<file path="src/rtl/irq_map_pkg.sv">
package irq_map_pkg;
  // Low two address bits select a word register when the map bit is clear
  typedef enum logic [1:0] {
    SEL_DIAG  = 2'd0,
    SEL_MASK  = 2'd1,
    SEL_TRACE = 2'd2,
    SEL_PEND  = 2'd3
  } reg_sel_e;
endpackage

</file>
<file path="src/rtl/irq_cfg_regs.sv">
module irq_cfg_regs
  import irq_map_pkg::*;
#(
  parameter int NUM_SRC = 64,
  parameter int NUM_OUT = 8,
  localparam int IDX_W  = $clog2(NUM_SRC),
  localparam int MAP_W  = $clog2(NUM_OUT),
  localparam int ADDR_W = IDX_W + 1
) (
  input  logic                             clk,
  input  logic                             rst_n,
  input  logic                             wr_en,
  input  logic [ADDR_W-1:0]                addr,
  input  logic [NUM_SRC-1:0]               wdata,
  input  logic [NUM_SRC-1:0]               pend_i,
  output logic [NUM_SRC-1:0]               rdata,
  output logic [NUM_SRC-1:0]               diag_o,
  output logic [NUM_SRC-1:0]               mask_o,
  output logic [NUM_SRC-1:0]               trace_en_o,
  output logic [NUM_SRC-1:0][MAP_W-1:0]    map_o
);

  logic [NUM_SRC-1:0]            diag_q, diag_d;
  logic [NUM_SRC-1:0]            mask_q, mask_d;
  logic [NUM_SRC-1:0]            trace_q, trace_d;
  logic [NUM_SRC-1:0][MAP_W-1:0] map_q, map_d;
  logic                          is_map;
  logic [IDX_W-1:0]              map_idx;

  assign is_map  = addr[IDX_W];
  assign map_idx = addr[IDX_W-1:0];

  always_comb begin
    diag_d  = diag_q;
    mask_d  = mask_q;
    trace_d = trace_q;
    map_d   = map_q;
    if (is_map) begin
      map_d[map_idx] = wdata[MAP_W-1:0];
    end else begin
      case (reg_sel_e'(addr[1:0]))
        SEL_DIAG:  diag_d  = wdata;
        SEL_MASK:  mask_d  = wdata;
        SEL_TRACE: trace_d = wdata;
        default:   ;
      endcase
    end
  end

  always_ff @(posedge clk or negedge rst_n) begin
    if (!rst_n) begin
      diag_q  <= '0;
      mask_q  <= '1;
      trace_q <= '0;
      map_q   <= '0;
    end else if (wr_en) begin
      diag_q  <= diag_d;
      mask_q  <= mask_d;
      trace_q <= trace_d;
      map_q   <= map_d;
    end
  end

  always_comb begin
    rdata = '0;
    if (is_map) begin
      rdata[MAP_W-1:0] = map_q[map_idx];
    end else begin
      case (reg_sel_e'(addr[1:0]))
        SEL_DIAG:  rdata = diag_q;
        SEL_MASK:  rdata = mask_q;
        SEL_TRACE: rdata = trace_q;
        default:   rdata = pend_i;
      endcase
    end
  end

  assign diag_o     = diag_q;
  assign mask_o     = mask_q;
  assign trace_en_o = trace_q;
  assign map_o      = map_q;

  AST_DIAG_HOLD: assert property (@(posedge clk) disable iff (!rst_n)
    !(wr_en && !is_map && addr[1:0] == SEL_DIAG) |=> $stable(diag_q));

endmodule

</file>
<file path="src/rtl/irq_msg_latch.sv">
module irq_msg_latch #(
  parameter int NUM_SRC = 64,
  parameter int VEC_W   = 8,
  localparam int IDX_W  = $clog2(NUM_SRC)
) (
  input  logic               clk,
  input  logic               rst_n,
  input  logic               msg_wr,
  input  logic [VEC_W-1:0]   msg_vec,
  input  logic               clr_wr,
  input  logic [NUM_SRC-1:0] clr_data,
  output logic [NUM_SRC-1:0] pend_o
);

  logic [NUM_SRC-1:0] pend_q, pend_d;
  logic               in_range;
  logic               upd;

  assign in_range = (msg_vec >> IDX_W) == '0;
  assign upd      = msg_wr | clr_wr;

  always_comb begin
    pend_d = pend_q;
    if (clr_wr) pend_d = pend_d & ~clr_data;
    if (msg_wr && in_range) pend_d[msg_vec[IDX_W-1:0]] = 1'b1;
  end

  always_ff @(posedge clk or negedge rst_n) begin
    if (!rst_n)   pend_q <= '0;
    else if (upd) pend_q <= pend_d;
  end

  assign pend_o = pend_q;

  AST_VEC_IGNORED: assert property (@(posedge clk) disable iff (!rst_n)
    (msg_wr && !in_range && !clr_wr) |=> $stable(pend_q));
  AST_CLR_ONES: assert property (@(posedge clk) disable iff (!rst_n)
    (clr_wr && !msg_wr) |=> (pend_q & $past(clr_data)) == '0);
  AST_SET_WINS: assert property (@(posedge clk) disable iff (!rst_n)
    (msg_wr && in_range) |=> pend_q[$past(msg_vec[IDX_W-1:0])]);

endmodule

</file>
<file path="src/rtl/irq_route.sv">
module irq_route #(
  parameter int NUM_SRC = 64,
  parameter int NUM_OUT = 8,
  localparam int MAP_W  = $clog2(NUM_OUT)
) (
  input  logic                             clk,
  input  logic                             rst_n,
  input  logic [NUM_SRC-1:0]               active_i,
  input  logic [NUM_SRC-1:0]               mask_i,
  input  logic [NUM_SRC-1:0]               trace_en_i,
  input  logic [NUM_SRC-1:0][MAP_W-1:0]    map_i,
  output logic [NUM_OUT-1:0][NUM_SRC-1:0]  status_o,
  output logic [NUM_SRC-1:0]               src_stat_o,
  output logic [NUM_OUT-1:0]               irq_o,
  output logic                             trace_o
);

  logic [NUM_OUT-1:0][NUM_SRC-1:0] hit;
  logic [NUM_OUT-1:0][NUM_SRC-1:0] status_d, status_q;
  logic [NUM_SRC-1:0]              src_stat_q;
  logic                            trace_d, trace_q;

  for (genvar n = 0; n < NUM_OUT; n++) begin : g_out
    for (genvar i = 0; i < NUM_SRC; i++) begin : g_src
      assign hit[n][i] = (map_i[i] == MAP_W'(n));
    end
    assign status_d[n] = active_i & ~mask_i & hit[n];
    assign irq_o[n]    = |status_q[n];

    AST_MASK_GATES: assert property (@(posedge clk) disable iff (!rst_n)
      (status_q[n] & $past(mask_i)) == '0);
  end

  assign trace_d = |(active_i & trace_en_i);

  always_ff @(posedge clk or negedge rst_n) begin
    if (!rst_n) begin
      status_q   <= '0;
      src_stat_q <= '0;
      trace_q    <= 1'b0;
    end else begin
      status_q   <= status_d;
      src_stat_q <= active_i;
      trace_q    <= trace_d;
    end
  end

  assign status_o   = status_q;
  assign src_stat_o = src_stat_q;
  assign trace_o    = trace_q;

endmodule

</file>
<file path="src/rtl/irq_map_ctrl.sv">
module irq_map_ctrl #(
  parameter int NUM_SRC = 64,
  parameter int NUM_OUT = 8,
  parameter int VEC_W   = 8,
  localparam int IDX_W  = $clog2(NUM_SRC),
  localparam int MAP_W  = $clog2(NUM_OUT),
  localparam int ADDR_W = IDX_W + 1
) (
  input  logic               clk,
  input  logic               rst_n,
  input  logic [NUM_SRC-1:0] src_req_i,
  input  logic               reg_wr_i,
  input  logic [ADDR_W-1:0]  reg_addr_i,
  input  logic [NUM_SRC-1:0] reg_wdata_i,
  output logic [NUM_SRC-1:0] reg_rdata_o,
  input  logic               msg_wr_i,
  input  logic [VEC_W-1:0]   msg_vec_i,
  input  logic               clr_wr_i,
  input  logic [NUM_SRC-1:0] clr_data_i,
  input  logic [MAP_W-1:0]   stat_sel_i,
  output logic [NUM_SRC-1:0] stat_o,
  output logic [NUM_SRC-1:0] src_stat_o,
  output logic [NUM_OUT-1:0] irq_o,
  output logic               trace_o
);

  logic [1:0]                      rst_sync_q;
  logic                            rst_int_n;
  logic [NUM_SRC-1:0]              diag, mask, trace_en, pend, active;
  logic [NUM_SRC-1:0][MAP_W-1:0]   map;
  logic [NUM_OUT-1:0][NUM_SRC-1:0] status;

  // asynchronous assert, synchronous release
  always_ff @(posedge clk or negedge rst_n) begin
    if (!rst_n) rst_sync_q <= 2'b00;
    else        rst_sync_q <= {rst_sync_q[0], 1'b1};
  end
  assign rst_int_n = rst_sync_q[1];

  irq_cfg_regs #(.NUM_SRC(NUM_SRC), .NUM_OUT(NUM_OUT)) u_cfg (
    .clk        (clk),
    .rst_n      (rst_int_n),
    .wr_en      (reg_wr_i),
    .addr       (reg_addr_i),
    .wdata      (reg_wdata_i),
    .pend_i     (pend),
    .rdata      (reg_rdata_o),
    .diag_o     (diag),
    .mask_o     (mask),
    .trace_en_o (trace_en),
    .map_o      (map)
  );

  irq_msg_latch #(.NUM_SRC(NUM_SRC), .VEC_W(VEC_W)) u_msg (
    .clk      (clk),
    .rst_n    (rst_int_n),
    .msg_wr   (msg_wr_i),
    .msg_vec  (msg_vec_i),
    .clr_wr   (clr_wr_i),
    .clr_data (clr_data_i),
    .pend_o   (pend)
  );

  assign active = src_req_i | diag | pend;

  irq_route #(.NUM_SRC(NUM_SRC), .NUM_OUT(NUM_OUT)) u_route (
    .clk        (clk),
    .rst_n      (rst_int_n),
    .active_i   (active),
    .mask_i     (mask),
    .trace_en_i (trace_en),
    .map_i      (map),
    .status_o   (status),
    .src_stat_o (src_stat_o),
    .irq_o      (irq_o),
    .trace_o    (trace_o)
  );

  assign stat_o = status[stat_sel_i];

  AST_IRQ_LATENCY: assert property (@(posedge clk) disable iff (!rst_int_n)
    (|irq_o) |-> (|($past(active) & ~$past(mask))));
  AST_SRC_STAT_LAG: assert property (@(posedge clk) disable iff (!rst_int_n)
    $rose(rst_int_n) || (src_stat_o == $past(src_req_i | diag | pend)));

endmodule

</file>
<file path="config.mk">
export PLATFORM = sky130hd
export DESIGN_NAME = irq_map_ctrl
export DESIGN_NICKNAME = d
export VERILOG_FILES = /design/src/rtl/irq_map_pkg.sv /design/src/rtl/irq_cfg_regs.sv /design/src/rtl/irq_msg_latch.sv /design/src/rtl/irq_route.sv /design/src/rtl/irq_map_ctrl.sv
export SDC_FILE = /design/constraint.sdc
export NUM_CORES = 2
export LEC_CHECK = 0
export ABC_AREA = 1
export BUFFER_PORTS_ARGS = -buffer_cell sky130_fd_sc_hd__buf_4
export CELL_PAD_IN_SITES_DETAIL_PLACEMENT = 1
export CELL_PAD_IN_SITES_GLOBAL_PLACEMENT = 1
export CORE_MARGIN = 3
export CORE_UTILIZATION = 48
export CTS_CLUSTER_SIZE = 14
export DETAILED_ROUTE_END_ITERATION = 16
export PLACE_DENSITY_LB_ADDON = 0.05
export SLEW_MARGIN = 20
export SYNTH_ARGS = -nofsm -noshare
export SYNTH_HDL_FRONTEND = slang
export SYNTH_SLANG_ARGS = --single-unit
</file>
<file path="constraint.sdc">
create_clock -name clk -period 97 [get_ports clk]
set_input_delay 9.7 -clock clk [delete_from_list [all_inputs] [get_ports clk]]
set_output_delay 9.7 -clock clk [all_outputs]
set_load 0.01 [all_outputs]
</file>
**Word level (Yosys, flattened, before mapping)**

Cells that the tools add are included.

- Word-level logic and storage cells: 648
- Register bits: 1027

- Magnitude comparators: 5
- Muxes and demuxes: 14
- Equal/unequal tests: 450
- Reductions and logical operators: 82
- Bitwise gates (word level): 18

Operators by type and width:

| operator | count |
|---|---|
| 3-bit == test (second input constant) | 256 |
| 64-bit AND | 11 |
| 64-bit OR reduction | 9 |
| 3-bit by 2-bit == test with 1-bit output (second input constant) | 128 |
| 64-bit binary-select mux with 3-bit select | 1 |
| 192-bit bitwise mux | 1 |
| 3-bit by 1-bit == test with 1-bit output (second input constant) | 64 |
| 3-bit zero test | 64 |
| 64-bit 2-to-1 mux | 3 |
| 64-bit OR | 3 |
| 64-bit one-hot mux with 3 select lines | 1 |
| 64-bit inverter | 2 |
| 61-bit 2-to-1 mux | 1 |
| 3-bit binary-select mux with 6-bit select | 1 |
| 3-bit demux with 6-bit select | 1 |
| 6-bit by 7-bit less-than comparator with 1-bit output (second input constant) | 2 |
| 6-bit by 1-bit >= comparator with 1-bit output (second input constant) | 2 |
| 3-bit 2-to-1 mux | 3 |
| 3-bit AND reduction | 3 |
| 8-bit zero test | 1 |
| 1-bit demux with 6-bit select | 1 |
| 3-bit by 4-bit less-than comparator with 1-bit output (second input constant) | 1 |
| 1-bit logical AND | 3 |
| 2-bit by 1-bit == test with 1-bit output (second input constant) | 1 |
| 6 further kinds | 6 |

**Longest topological paths before layout**

- Depth after elaboration: 6
- Depth in mapped cells: 14

**Modules after synthesis**

A second synthesis with hierarchy kept.

- Cells, all modules: 6830
- Area total of the unflattened synthesis: 49587.6 um^2

By module, submodules not included:

| module | cells each | sequential area each (um^2) | times used | area each (um^2) |
|---|---|---|---|---|
| irq_route | 2336 | 14438.8 | 1 | 21166.6 |
| irq_cfg_regs | 2349 | 9689.3 | 1 | 18092.4 |
| irq_map_ctrl | 1768 | 50.0 | 1 | 7433.4 |
| irq_msg_latch | 377 | 1601.5 | 1 | 2895.3 |

**Worst setup path before layout**

No wires, ideal clock.

- Kind: input-to-output
- Start point: input reg_addr_i[0]
- End point: output reg_rdata_o[15]
- Stages: 8
- Arrival: 10916 ps
- Data required time: 87300 ps
- Path slack: 76384 ps
- Cells stage by stage: buf_2 > inv_2 > buf_2 > nor2_4 > buf_4 > clkbuf_1 > nand2_1 > a31oi_1

- Longest elaborated chain between the ends: 3

Ends and longest elaborated chain:

| item | line | text |
|---|---|---|
| start: declaration | irq_map_ctrl.sv:13 | `input logic [ADDR_W-1:0] reg_addr_i,` |
| 2-bit == test, or another cell as far along | irq_cfg_regs.sv:69 | `case (reg_sel_e'(addr[1:0]))` |
| 64-bit one-hot mux with 3 select lines (*) | irq_cfg_regs.sv:69 |  |
| 61-bit 2-to-1 mux (*) | irq_cfg_regs.sv:66 | `if (is_map) begin` |
| end: declaration | irq_map_ctrl.sv:15 | `output logic [NUM_SRC-1:0] reg_rdata_o,` |

Every way passes the cells marked *; elsewhere a longest branch is shown, timed or not.

**Worst setup path in the final report**

- Start point: input reg_addr_i[0]
- End point: output reg_rdata_o[0]

- Longest elaborated chain between the ends: 3

Ends and longest elaborated chain:

| item | line | text |
|---|---|---|
| 3-bit binary-select mux with 6-bit select, or another cell as far along | irq_cfg_regs.sv:67 | `rdata[MAP_W-1:0] = map_q[map_idx];` |
| 3-bit 2-to-1 mux (implied by the code) or 64-bit one-hot mux with 3 select lines (tied branches) | irq_cfg_regs.sv:67, irq_cfg_regs.sv:69 |  |
| 3-bit 2-to-1 mux (*) | irq_cfg_regs.sv:66 |  |

Every way passes the cells marked *; elsewhere a longest branch is shown, timed or not. The select of a mux whose other input is x is not followed.

==> impl_metrics.yaml <==
yosys:
  synthFlopType: "dfrtp_1"
  yosysWarnings: 0
  synth_top_area_cell: "dfrtp_1"
  synth-seq-area-share_pct: 56.22
  netlist_instances: 5647
  syn_nets: 5862
  async_reset_ff_share_pct: 100.0
  synth_commonest_cells: "nand2_1 (1,302), nor2_1 (980), dfrtp_1 (963)"
  synth_most_common_cell: "nand2_1"
  synth.area.top_cells: "dfrtp_1 (53%), nand2_1 (11%), o21ai_0 (8.8%)"
  syn_area_um2: 45850
  synth_top_cell_area_share_pct: 52.55
  synthDistinctLibCells: 32
  syn_area_per_cell_um2: 8.120
  ys_seq_elements: 1027
  synth_enable_flop_cells: 0
layout:
  layout.cells.non_filler: 7326
  nFillCells: 11350
  regArea_um2: 25780
  fin_nets: 6187
  area_delta_synth_final_pct: 16.98
  drive_gt1_share_pct: 11.94
  multi_input_area_um2: 17030
global_routing:
  grtUsageTotal_pct: 37.67
  overflow: 0
  grt_pass1_vias: 45050
  grt_pass1_wl_mm: 281.1
  grt_max_degree: 153
  antenna_found_initial: 15
setup_path:
  end_kind: "output port"
  crit_type: "in -> out"
  crit_required_ps: 87300
  crit_path_start_kind: "input pin"
  reg2reg_from: "rst_sync_q[1]"
  reg2reg_to: "u_route.status_o[467]"
  r2r_slack_ps: 92330
  worst-path-max-fanout: 73
  r2r_cells: 4
  worstPathArrival_ps: 13230
routing:
  antenna_left: 0
  drt_iter0_drc: 4100
  routed_wirelength_mm: 188.3
  route.detailed.drc: 0
  vias_per_cell: 5.908
  wire_per_inst_um: 25.71
  vias: 43280
  drt-pass1-iter-count: 6
clock_tree:
  cts_tree: "done"
  post_cts_buffers: 0
  cts_resized: 0
  cts_hold_buf: 0
  clk_latency_ps: 700
  root_buffer: "clkbuf_16"
  cts_buffers: 110
  clockBufferDepth: 3
  clock-sinks: 1027
  clkTransAtPathRegs_ps: 60
  htree_levels: 3
power_and_ir_drop:
  vdd.ir_drop.worst_v: 0.00001508
  power_mw: 1.121
  p_leak_nw: 25.16
  pwr_density_cell_nw_per_um2: 20.90
die:
  ioPinCount: 416
  rows: 112
  core_area_um2: 94030
  die_h_um: 315.1
  die_w_um: 315.1
  initial_utilization_pct: 48.77
  die_area_um2: 99270
sta:
  worst_slew_pin_slew_ps: 1177
  slew_headroom_pct: 21.29
  finalHoldViolCount: 0
  clock_skew_ps: 19.17
  fmax_ghz: 0.04362
  fin_crit_sh_pct: 23.64
  slew_viol_final: 0
  final.min_clock_period_ps: 22930
  finalSetupViolCount: 0
  fin_ws_ps: 74070
  finalSetupTns_ps: 0
  rsz0062_at_grt: "no"
job:
  maxCapViolations: 0
placement:
  gp_congestion: 0.9427
  placed_cells: 7114
  port_buffers: 415
  dp_hpwl_mm: 132.6
  dpl_worst_slack_ps: 74040
min_path:
  hp-start: "rst_sync_q[0]"
  hp-class: "reg -> reg"
  hold_end: "rst_sync_q[1]"
  hold_depth: 0
status:
  status: "finished clean"
==> worst max-delay path, stage by stage <==
cell     delay [ps]
buf_4           730
inv_2           530
nand2_1         730
buf_4           380
nor2_1           70
nor2_1           90
nand3_1          80
nand3_1          90
nand2_1          60
nand2_1         100
nand2_1          70
o21ai_1         260
nand2_1         100
buf_4           180
==> state kept, by name, indices dropped and copies added, names as in the netlist <==
signal / count
rst_sync_q: 2
u_cfg.diag_o: 64
u_cfg.map_o: 192
u_cfg.mask_o: 64
u_cfg.trace_en_o: 64
u_msg.pend_o: 64
u_route.src_stat_o: 64
u_route.status_o: 512
u_route.trace_o: 1
==> cells by family (layout without fill, tap and decap cells) <==
group | after synthesis | after routing | share of synthesized area, %
and+or+nand+nor | 2606 | 2606 | 22.91
AOI/OAI and AO/OA | 1217 | 1217 | 14.12
DFF | 1027 | 1027 | 56.22
buffers and inverters | 796 | 1214 | 6.740
other | 1 | 8 | 0.008178
==> cell usage in the layout, fill, tap and decap left out, drive strengths merged, types with 118 or more instances in the layout <==
cell,synthesis,final
a21oi,119,119
inv,554,556
a31oi,163,163
buf,73,454
nand3,131,131
dfrtp,963,963
nor4,118,118
nand2,1303,1303
clkbuf,168,159
o21ai,839,839
nor2,982,982
==> area by class of cell <==
| class | count | share of cell area [%] |
|---|---|---|
| Clock buffer | 159 | 5.929 |
| Clock inverter | 46 | 0.9960 |
| Sequential cell | 1027 | 48.07 |
| Multi-Input combinational cell | 3824 | 31.75 |
| Inverter | 555 | 3.905 |
| Timing Repair Buffer | 454 | 6.391 |
| Antenna cell | 7 | 0.03266 |
| Tap cell | 1254 | 2.925 |
==> through the flow <==
stage	instance area [um2]	utilization, %	hold slack [ps]
floorplan	45850	-	331.2
global placement	49900	53.06	337.8
detailed placement	49900	53.07	347.1
CTS	53620	57.02	360.8
global route	53620	57.03	367.6
finish	53640	57.05	353.3
==> report_power, final <==
group          switching [mW]  total, mW  internal (mW)
registers              0.0328      0.501          0.468
logic                   0.127      0.182         0.0545
clock network           0.182      0.438          0.256
total                   0.341       1.12          0.779
==> worst max path at each step <==
| stage | depth (start not counted) | start | endpoint |
|---|---|---|---|
| global placement | 13 | reg_addr_i[0] | reg_rdata_o[1] |
| global route | 13 | reg_addr_i[0] | reg_rdata_o[1] |
| floorplan | 0 | rst_sync_q[1] | u_cfg.diag_o[0] |
| finish | 14 | reg_addr_i[0] | reg_rdata_o[0] |
| CTS | 13 | reg_addr_i[0] | reg_rdata_o[2] |
| detailed placement | 13 | reg_addr_i[0] | reg_rdata_o[2] |
==> layer usage <==
| metal | routed length (um) | vias to the layer above | GRT usage [%] | share of wire [%] |
|---|---|---|---|---|
| li1 | - | 19020 | - | - |
| met1 | 77080 | 22000 | 49.69 | 41 |
| met2 | 86700 | 1806 | 59.52 | 46 |
| met3 | 15340 | 440 | 8.526 | 8.1 |
| met4 | 9110 | 14 | 17.11 | 4.8 |
| met5 | 103 | - | 0 | 0.055 |
Note: power is estimated with default switching activity, not from simulation.
